[config.mk]
export PLATFORM = sky130hd
export DESIGN_NAME = win_watchdog
export DESIGN_NICKNAME = d
export VERILOG_FILES = /design/src/rtl/wdg_pkg.sv /design/src/rtl/wdg_prescaler.sv /design/src/rtl/wdg_counter.sv /design/src/rtl/wdg_regs.sv /design/src/rtl/win_watchdog.sv
export SDC_FILE = /design/constraint.sdc
export NUM_CORES = 1
export LEC_CHECK = 0
export BUFFER_PORTS_ARGS = -buffer_cell sky130_fd_sc_hd__buf_2
export CORE_ASPECT_RATIO = 0.9
export CORE_MARGIN = 1.5
export CORE_UTILIZATION = 42
export CTS_CLUSTER_DIAMETER = 50
export DETAILED_ROUTE_END_ITERATION = 7
export MAX_ROUTING_LAYER = met4
export PLACE_DENSITY_LB_ADDON = 0.15
export SYNTH_ARGS = -nofsm -noshare
export SYNTH_HDL_FRONTEND = slang
export SYNTH_SLANG_ARGS = --single-unit
[constraint.sdc]
create_clock -name clk -period 2.6 [get_ports clk]
set_input_delay 0.13 -clock clk [delete_from_list [all_inputs] [get_ports clk]]
set_output_delay 0.13 -clock clk [all_outputs]
set_load 0.005 [all_outputs]
[src/rtl/wdg_pkg.sv]
package wdg_pkg;

    localparam int CNT_W    = 7;
    localparam int TB_W     = 2;

    localparam int OFF_CTRL = 'h0;
    localparam int OFF_CFG  = 'h4;
    localparam int OFF_STAT = 'h8;

    localparam logic [CNT_W-1:0] CNT_RST  = 7'h7F;
    localparam logic [CNT_W-1:0] WARN_VAL = 7'h40;

    typedef struct packed {
        logic [CNT_W-1:0] cnt;
        logic             active;
        logic             rst;
    } cnt_state_t;

    typedef struct packed {
        logic [CNT_W-1:0] win;
        logic [TB_W-1:0]  tb;
        logic             ewi;
        logic             flag;
    } cfg_state_t;

endpackage

[src/rtl/wdg_prescaler.sv]
module wdg_prescaler #(
    parameter int PRE_DIV = 4096,
    parameter int TB_W    = 2
) (
    input  logic            clk,
    input  logic            rst_n,
    input  logic            run,
    input  logic            pclk_en,
    input  logic [TB_W-1:0] tb,
    output logic            tick
);
    localparam int P_W = (PRE_DIV > 2) ? $clog2(PRE_DIV) : 1;
    localparam int S_W = (1 << TB_W) - 1;

    typedef struct packed {
        logic [P_W-1:0] pre;
        logic [S_W-1:0] post;
    } pre_state_t;

    pre_state_t st_d, st_q;
    logic       base_tick;
    logic [S_W-1:0] limit;

    always_comb begin
        st_d      = st_q;
        base_tick = 1'b0;
        tick      = 1'b0;
        limit     = S_W'((1 << tb) - 1);
        if (!run) begin
            st_d = '0;
        end else if (pclk_en) begin
            if (st_q.pre == P_W'(PRE_DIV - 1)) begin
                st_d.pre  = '0;
                base_tick = 1'b1;
            end else begin
                st_d.pre = st_q.pre + 1'b1;
            end
            if (base_tick) begin
                if (st_q.post >= limit) begin
                    st_d.post = '0;
                    tick      = 1'b1;
                end else begin
                    st_d.post = st_q.post + 1'b1;
                end
            end
        end
    end

    always_ff @(posedge clk or negedge rst_n) begin
        if (!rst_n) st_q <= '0;
        else        st_q <= st_d;
    end

endmodule

[src/rtl/wdg_counter.sv]
module wdg_counter
    import wdg_pkg::*;
(
    input  logic             clk,
    input  logic             rst_n,
    input  logic             tick,
    input  logic             ctrl_wr,
    input  logic [CNT_W:0]   ctrl_wdata,
    input  logic [CNT_W-1:0] win,
    output logic [CNT_W-1:0] cnt,
    output logic             active,
    output logic             hit_warn,
    output logic             rst_req
);
    cnt_state_t st_d, st_q;
    logic       accept, reject, fire, arm_next;

    always_comb begin
        st_d     = st_q;
        fire     = 1'b0;
        hit_warn = 1'b0;
        reject   = ctrl_wr && st_q.active && (st_q.cnt > win);
        accept   = ctrl_wr && !reject;
        arm_next = st_q.active | ctrl_wdata[CNT_W];
        if (reject) begin
            fire = 1'b1;
        end
        if (accept) begin
            st_d.cnt    = ctrl_wdata[CNT_W-1:0];
            st_d.active = arm_next;
            if (arm_next && !ctrl_wdata[CNT_W-1]) fire = 1'b1;
        end else if (st_q.active && tick) begin
            st_d.cnt = st_q.cnt - 1'b1;
            if (st_q.cnt == WARN_VAL)          fire     = 1'b1;
            if (st_q.cnt == WARN_VAL + 7'd1)   hit_warn = 1'b1;
        end
        st_d.rst = fire;
    end

    always_ff @(posedge clk or negedge rst_n) begin
        if (!rst_n) st_q <= '{cnt: CNT_RST, active: 1'b0, rst: 1'b0};
        else        st_q <= st_d;
    end

    assign cnt     = st_q.cnt;
    assign active  = st_q.active;
    assign rst_req = st_q.rst;

    a_r4_active_sticky: assert property (@(posedge clk) disable iff (!rst_n)
        active |=> active);
    a_r2_hold_inactive: assert property (@(posedge clk) disable iff (!rst_n)
        (!active && !ctrl_wr) |=> $stable(cnt));
    a_r2_decrement: assert property (@(posedge clk) disable iff (!rst_n)
        (active && tick && !ctrl_wr) |=> (cnt == $past(cnt) - 7'd1));
    a_r5_reset_on_bit6: assert property (@(posedge clk) disable iff (!rst_n)
        (active && tick && !ctrl_wr && cnt == WARN_VAL) |=> (rst_req && cnt == 7'h3F));
    a_r6_early_refresh: assert property (@(posedge clk) disable iff (!rst_n)
        (ctrl_wr && active && cnt > win) |=> rst_req);

endmodule

[src/rtl/wdg_regs.sv]
module wdg_regs
    import wdg_pkg::*;
(
    input  logic             clk,
    input  logic             rst_n,
    input  logic             cfg_wr,
    input  logic             stat_wr,
    input  logic [9:0]       wdata,
    input  logic             hit_warn,
    output logic [CNT_W-1:0] win,
    output logic [TB_W-1:0]  tb,
    output logic             ewi,
    output logic             flag,
    output logic             irq
);
    cfg_state_t st_d, st_q;

    always_comb begin
        st_d = st_q;
        if (cfg_wr) begin
            st_d.win = wdata[CNT_W-1:0];
            st_d.tb  = wdata[CNT_W+TB_W-1:CNT_W];
            st_d.ewi = st_q.ewi | wdata[CNT_W+TB_W];
        end
        if (stat_wr && !wdata[0]) st_d.flag = 1'b0;
        if (hit_warn)             st_d.flag = 1'b1;
    end

    always_ff @(posedge clk or negedge rst_n) begin
        if (!rst_n) st_q <= '{win: CNT_RST, tb: '0, ewi: 1'b0, flag: 1'b0};
        else        st_q <= st_d;
    end

    assign win  = st_q.win;
    assign tb   = st_q.tb;
    assign ewi  = st_q.ewi;
    assign flag = st_q.flag;
    assign irq  = st_q.flag & st_q.ewi;

    a_r11_enable_sticky: assert property (@(posedge clk) disable iff (!rst_n)
        ewi |=> ewi);
    a_r9_flag_on_warn: assert property (@(posedge clk) disable iff (!rst_n)
        hit_warn |=> flag);
    a_r10_flag_clear_cause: assert property (@(posedge clk) disable iff (!rst_n)
        $fell(flag) |-> $past(stat_wr && !wdata[0]));

endmodule

[src/rtl/win_watchdog.sv]
module win_watchdog
    import wdg_pkg::*;
#(
    parameter int PRE_DIV = 4096,
    parameter int ADDR_W  = 4
) (
    input  logic              clk,
    input  logic              rst_n,
    input  logic              pclk_en,
    input  logic [ADDR_W-1:0] addr,
    input  logic [31:0]       wdata,
    input  logic              wr_en,
    output logic [31:0]       rdata,
    output logic              rst_req,
    output logic              early_irq
);
    logic             sel_ctrl, sel_cfg, sel_stat;
    logic             tick, active, hit_warn, ewi, flag;
    logic [CNT_W-1:0] cnt, win;
    logic [TB_W-1:0]  tb;
    logic             unused_hi;

    assign sel_ctrl  = (addr == ADDR_W'(OFF_CTRL));
    assign sel_cfg   = (addr == ADDR_W'(OFF_CFG));
    assign sel_stat  = (addr == ADDR_W'(OFF_STAT));
    assign unused_hi = ^wdata[31:10];

    wdg_prescaler #(.PRE_DIV(PRE_DIV), .TB_W(TB_W)) u_pre (
        .clk     (clk),
        .rst_n   (rst_n),
        .run     (active),
        .pclk_en (pclk_en),
        .tb      (tb),
        .tick    (tick)
    );

    wdg_counter u_cnt (
        .clk        (clk),
        .rst_n      (rst_n),
        .tick       (tick),
        .ctrl_wr    (wr_en && sel_ctrl),
        .ctrl_wdata (wdata[CNT_W:0]),
        .win        (win),
        .cnt        (cnt),
        .active     (active),
        .hit_warn   (hit_warn),
        .rst_req    (rst_req)
    );

    wdg_regs u_regs (
        .clk      (clk),
        .rst_n    (rst_n),
        .cfg_wr   (wr_en && sel_cfg),
        .stat_wr  (wr_en && sel_stat),
        .wdata    (wdata[9:0]),
        .hit_warn (hit_warn),
        .win      (win),
        .tb       (tb),
        .ewi      (ewi),
        .flag     (flag),
        .irq      (early_irq)
    );

    always_comb begin
        rdata = '0;
        if (sel_ctrl)      rdata[CNT_W:0]        = {active, cnt};
        else if (sel_cfg)  rdata[CNT_W+TB_W:0]   = {ewi, tb, win};
        else if (sel_stat) rdata[0]              = flag;
    end

    a_r14_stall_without_enable: assert property (@(posedge clk) disable iff (!rst_n)
        (!pclk_en && !(wr_en && sel_ctrl)) |=> $stable(cnt));

endmodule

# Yosys cells after proc, flatten, opt, wreduce, memory -nomap -nowiden

Cells that the tools add are included.

Word-level logic and storage cells: 71
Output and inout bits: 34
Input port bits: 40
Register bits after elaboration: 35

Add/subtract/negate cells: 4
Mux-type cells: 29
Equal/unequal tests: 7
Bitwise operators: 3
Order comparisons: 2
Shifts and indexed selects: 1
Reductions and logical operators: 16

Operators with widths:

| operator              | count |
|---|---|
| $mux 15               | 2 |
| $mux 1                | 19 |
| $eq 7x7->1 const B    | 2 |
| $mux 7                | 2 |
| $add 12x1->12 const B | 1 |
| $eq 12x12->1 const B  | 1 |
| $mux 12               | 1 |
| $logic_and 1x1->1     | 9 |
| $mux 9                | 1 |
| $mux 8                | 1 |
| $gt 7x7->1            | 1 |
| $sub 7x1->7 const B   | 1 |
| $mux 3                | 2 |
| $eq 4x3->1 const B    | 1 |
| $eq 4x4->1 const B    | 1 |
| $logic_not 4->1       | 1 |
| $ne 2x2->1 const B    | 2 |
| $reduce_bool 2->1     | 2 |
| $add 3x1->3 const B   | 1 |
| $ge 3x3->1            | 1 |
| $logic_not 1->1       | 3 |
| $shl 1x2->3 const A   | 1 |
| $sub 3x2->3 const B   | 1 |
| $mux 2                | 1 |
| other kinds (3)       | 4 |

# Depth between registers and ports, before layout

Depth after elaboration: 11
Mapped depth: 7
Gate-level depth less buffers: 7

# Modules after synthesis

Synthesis repeated with hierarchy kept, for this count alone.

Cell total of the unflattened synthesis: 247
Area, all modules: 2,459.9 µm²

By module, submodules not included:

| module        | times used | cells each | seq. area each (µm²) | area each (µm²) |
|---|---|---|---|---|
| wdg_prescaler | 1          | 95         | 375.4                | 908.4 |
| wdg_counter   | 1          | 76         | 234.0                | 725.7 |
| wdg_regs      | 1          | 25         | 284.0                | 459.2 |
| win_watchdog  | 1          | 51         | 0.0                  | 366.6 |

# Worst setup path after synthesis

No wires, ideal clock.

Path kind: reg2reg
From: register u_regs.st_q, in the netlist u_regs.tb[1]
To: register u_cnt.st_q, in the netlist u_cnt.cnt[0]
Required time: 2,518 ps
Clock period less this slack: 1,947 ps
Arrival: 1,865 ps
Cell stages (with the launch flop): 8
Setup time: 82 ps
Path buffers: 0
Path slack: 653 ps
Cell sequence: dfrtp_1 -> or2_2 -> ha_1 -> nor2b_1 -> o21ai_1 -> nand2_1 -> xnor2_1 -> mux2_2

Cells in the longest elaborated chain, start to end: 9

RTL lines:

| what                               | line                | text |
|---|---|---|
| start: declaration                 | wdg_regs.sv:16      | `cfg_state_t st_d, st_q;` |
| start signal: assignment           | wdg_regs.sv:30      | `if (!rst_n) st_q <= '{win: CNT_RST, tb: '0, ewi: 1'b0, flag: 1'b0};` |
| start signal: assignment           | wdg_regs.sv:31      | `else st_q <= st_d;` |
| $shl 1x2->3                        | wdg_prescaler.sv:28 | `limit = S_W'((1 << tb) - 1);` |
| $sub 3x2->3                        | wdg_prescaler.sv:28 |  |
| $ge 3x3->1                         | wdg_prescaler.sv:39 | `if (st_q.post >= limit) begin` |
| $mux 1                             | wdg_prescaler.sv:39 |  |
| $mux 1                             | wdg_prescaler.sv:38 | `if (base_tick) begin` |
| $mux 1                             | wdg_prescaler.sv:31 | `end else if (pclk_en) begin` |
| $mux 1                             | wdg_prescaler.sv:29 | `if (!run) begin` |
| $logic_and 1x1->1                  | wdg_counter.sv:32   | `end else if (st_q.active && tick) begin` |
| $reduce_bool 2->1 (no source line) | --                  |  |
| end signal: assignment             | wdg_counter.sv:41   | `if (!rst_n) st_q <= '{cnt: CNT_RST, active: 1'b0, rst: 1'b0};` |
| end signal: assignment             | wdg_counter.sv:42   | `else st_q <= st_d;` |
| end: declaration                   | wdg_counter.sv:15   | `cnt_state_t st_d, st_q;` |

No other way between the ends.
A chain may end at the register's enable or synchronous reset.

# Worst setup path in the final report

From: register u_regs.st_q, in the netlist u_regs.tb[1]
To: register u_cnt.st_q, in the netlist u_cnt.cnt[1]

Same word-level chain as after synthesis.

==> results.py <==
metrics = {
    "clock_tree": {
        "cts_resized": 0,
        "clk_path_buf_depth": 2,
        "htree_num_levels": 2,
        "clk_pin_slew_ps": 80,
        "cts.sinks": 35,
        "cts_buffers": 5,
        "hold_buffers": 1,
        "cts_tree": "built",
        "clk_latency_ps": 290,
        "clock-root-buffer": "clkbuf_8",
        "post-cts-setup-buffers": 0,
    },
    "worst_setup_path": {
        "end_kind": "flop",
        "cp-start-kind": "flop",
        "cp.arrival_ps": 2530,
        "r2r_cells": 7,
        "cp-endpoint": "u_cnt.cnt[1]$_DFFE_PN1P_",
        "worstPathCellList": "or2_2 -> ha_1 -> nor2b_1 -> o21ai_1 -> nand2_1 -> mux2i_1 -> mux2_2",
        "critPathKind": "flop to flop",
        "r2r-start": "u_regs.tb[1]$_DFFE_PN0P_",
        "cpPeakStageDelay_ps": 480,
        "r2r-end": "u_cnt.cnt[1]$_DFFE_PN1P_",
        "cp_max_fo": 8,
        "critical_path.startpoint": "u_regs.tb[1]$_DFFE_PN0P_",
        "r2r_setup_slack_ps": 280,
        "cp.required_ps": 2810,
        "slowest_stage": "o21ai_1",
    },
    "finish": {
        "fin_nets": 323,
        "diodes": 0,
        "final_common_cell": "buf_2",
        "final_cell_mix": "29 x buf_2, 22 x nor2_1, 22 x conb_1, 21 x dfrtp_1, 16 x mux2_2",
        "postLayoutCoreUtil_pct": 48.8,
        "n_fill_cell": 527,
        "drive_above_1_share_pct": 27.4,
        "syn_to_final_growth_pct": 10.6,
    },
    "floorplanning": {
        "start_util_pct": 44.1,
        "fp.dieW_microns": 81.5,
        "die-area_sq_um": 6010,
        "io_pins": 74,
        "die_h_microns": 73.7,
        "num_rows": 25,
        "core_area_sq_um": 5290,
    },
    "job": {
        "drv_cap": 0,
    },
    "sta": {
        "max_slew_margin_pct": 48.4,
        "setup_tns_ps": 0,
        "rsz0062_at_grt": "false",
        "finalHoldViolCount": 0,
        "timing.final.crit_share_pct": 89.4,
        "final-setup-viol-count": 0,
        "max_freq_mhz": 430,
        "worstMarginPinSlew_ps": 773,
        "finalCriticalPeriod_ps": 2320,
        "skew_ps": 12.8,
        "holdWs_ps": 71.9,
        "drv_slew": 0,
    },
    "detailed_routing": {
        "finalWirelength_microns": 4590,
        "dr.pass1.iters": 4,
        "avgRoutedWirePerCell_microns": 13.6,
        "final_antenna_net_count": 0,
        "drcViolationCount": 0,
        "drt_iter0_drc": 55,
        "wl_met1_microns": 2430,
        "met3_length_microns": 222,
        "route.met2.wl_microns": 1890,
        "viasPerCell": 4.99,
        "top_layer": "met4",
        "num_vias": 1683,
    },
    "global_route": {
        "grt_usage_pct": 17.4,
        "grt_pass1_vias": 1571,
        "grt_overflow": 0,
        "grt_pass1_wl_microns": 7640,
        "grt_max_degree": 36,
        "antenna_found_initial": 0,
    },
    "placement": {
        "io_buffer_count": 29,
        "hpwl_microns": 3390,
        "place.gp.congestion": 0.793,
    },
    "min_path": {
        "worstHoldPathType": "primary input to flop",
        "whs_path_depth": 2,
    },
    "yosys": {
        "synth_area_sq_um": 2330,
        "async_reset_ff_share_pct": 100,
        "synth_area_per_cell_sq_um": 9.84,
        "synth_warnings": 0,
        "ys_ff_latch": 35,
        "syn_inst": 237,
        "seq_area_frac_synth_pct": 38.3,
        "synth_edf_count": 0,
        "synth_cell_types": 46,
        "synth_ff_type": "dfrtp_1",
    },
    "power": {
        "powerDensity_nw_per_um2": 797,
        "vdd_drop_max_v": 0.000291,
        "power_mw": 2.05,
        "p_leak_nw": 1.21,
    },
    "run_status": {
        "status": "finished, final reports clean",
    },
}
-- registers in the layout, summed over array words and instances (netlist names) --
signal	count
u_cnt.cnt	7
u_regs.tb	2
u_regs.win	7
u_pre.st_q	15
u_cnt.rst_req	1
u_regs.flag	1
u_regs.ewi	1
u_cnt.active	1
-- cells by family (layout without fill, tap and decap cells) --
group | after synthesis | in the layout | synth area share, %
XOR/XNOR | 16 | 16 | 6.01
flip-flops | 35 | 35 | 38.3
AO/OA/AOI/OAI | 20 | 20 | 5.90
AND/OR/NAND/NOR | 84 | 84 | 19.8
buffers and inverters | 41 | 53 | 10.3
multiplexers | 26 | 26 | 12.0
adder cells (fa/ha/maj) | 14 | 14 | 7.51
other | 1 | 22 | 0.161
-- cell usage after synthesis, drive strengths merged, types with 3 or more instances --
library cell	instances	area, sq um
a21oi	7	35.0
dfrtp	21	526
nor4	3	33.8
nand3	12	72.6
xnor2	11	96.3
buf	25	179
nand2	13	48.8
nand4	6	43.8
mux2	16	180
nand2b	5	31.3
dfstp	14	368
nor2	23	88.8
a41o	3	30.0
ha	14	175
xor2	5	43.8
o21ai	3	18.8
nor3	8	40.0
mux2i	10	100
inv	15	56.3
-- worst max-delay path, delay by kind of cell, from the launching register on --
family | cells | cell delay (ps)
and+or+nand+nor | 3 | 610
AOI/OAI and AO/OA | 1 | 480
muxes | 2 | 470
DFF | 1 | 400
adders and majority gates | 1 | 280
-- routing by layer --
layer	track usage [%]	vias to the layer above
met5	-	-
met4	4.60	0
met3	2.98	6
met2	24.7	54
met1	25.4	784
li1	-	839
-- area by class of cell --
class	instances	area [sq um]	area share (%)
clock buffer	5	68.8	2.67
sequential	35	893	34.6
clock inverter	3	43.8	1.70
inverter	15	56.3	2.18
timing repair buffer	30	155	6.02
multi-input combinational	182	1280	49.5
tap	67	83.8	3.25
-- power breakdown --
part / total, mW / switching (mW) / internal, mW
clock network: 0.491 / 0.205 / 0.285
registers: 0.931 / 0.187 / 0.744
logic: 0.632 / 0.321 / 0.312
total: 2.05 / 0.713 / 1.34
-- stage by stage --
step / setup slack [ps] / std cells / cell area, sq um
final: 276 / 337 / 2580
after detailed placement: 310 / 328 / 2460
after floorplan: 653 / 258 / 2410
after global placement: 295 / 328 / 2460
after global routing: 133 / 337 / 2580
after CTS: 274 / 337 / 2580
-- how the worst min path moves through the flow --
stage | start | to | slack (ps)
global placement | rst_n | u_pre.st_q[8]$_DFFE_PN0P_ | 260
floorplan | rst_n | u_cnt.active$_DFFE_PN0P_ | -170
global route | wdata[8] | u_regs.tb[1]$_DFFE_PN0P_ | 60
CTS | wdata[8] | u_regs.tb[1]$_DFFE_PN0P_ | 70
finish | wdata[8] | u_regs.tb[1]$_DFFE_PN0P_ | 70
detailed placement | rst_n | u_pre.st_q[8]$_DFFE_PN0P_ | 260
Power figures use the tool's default switching activity.
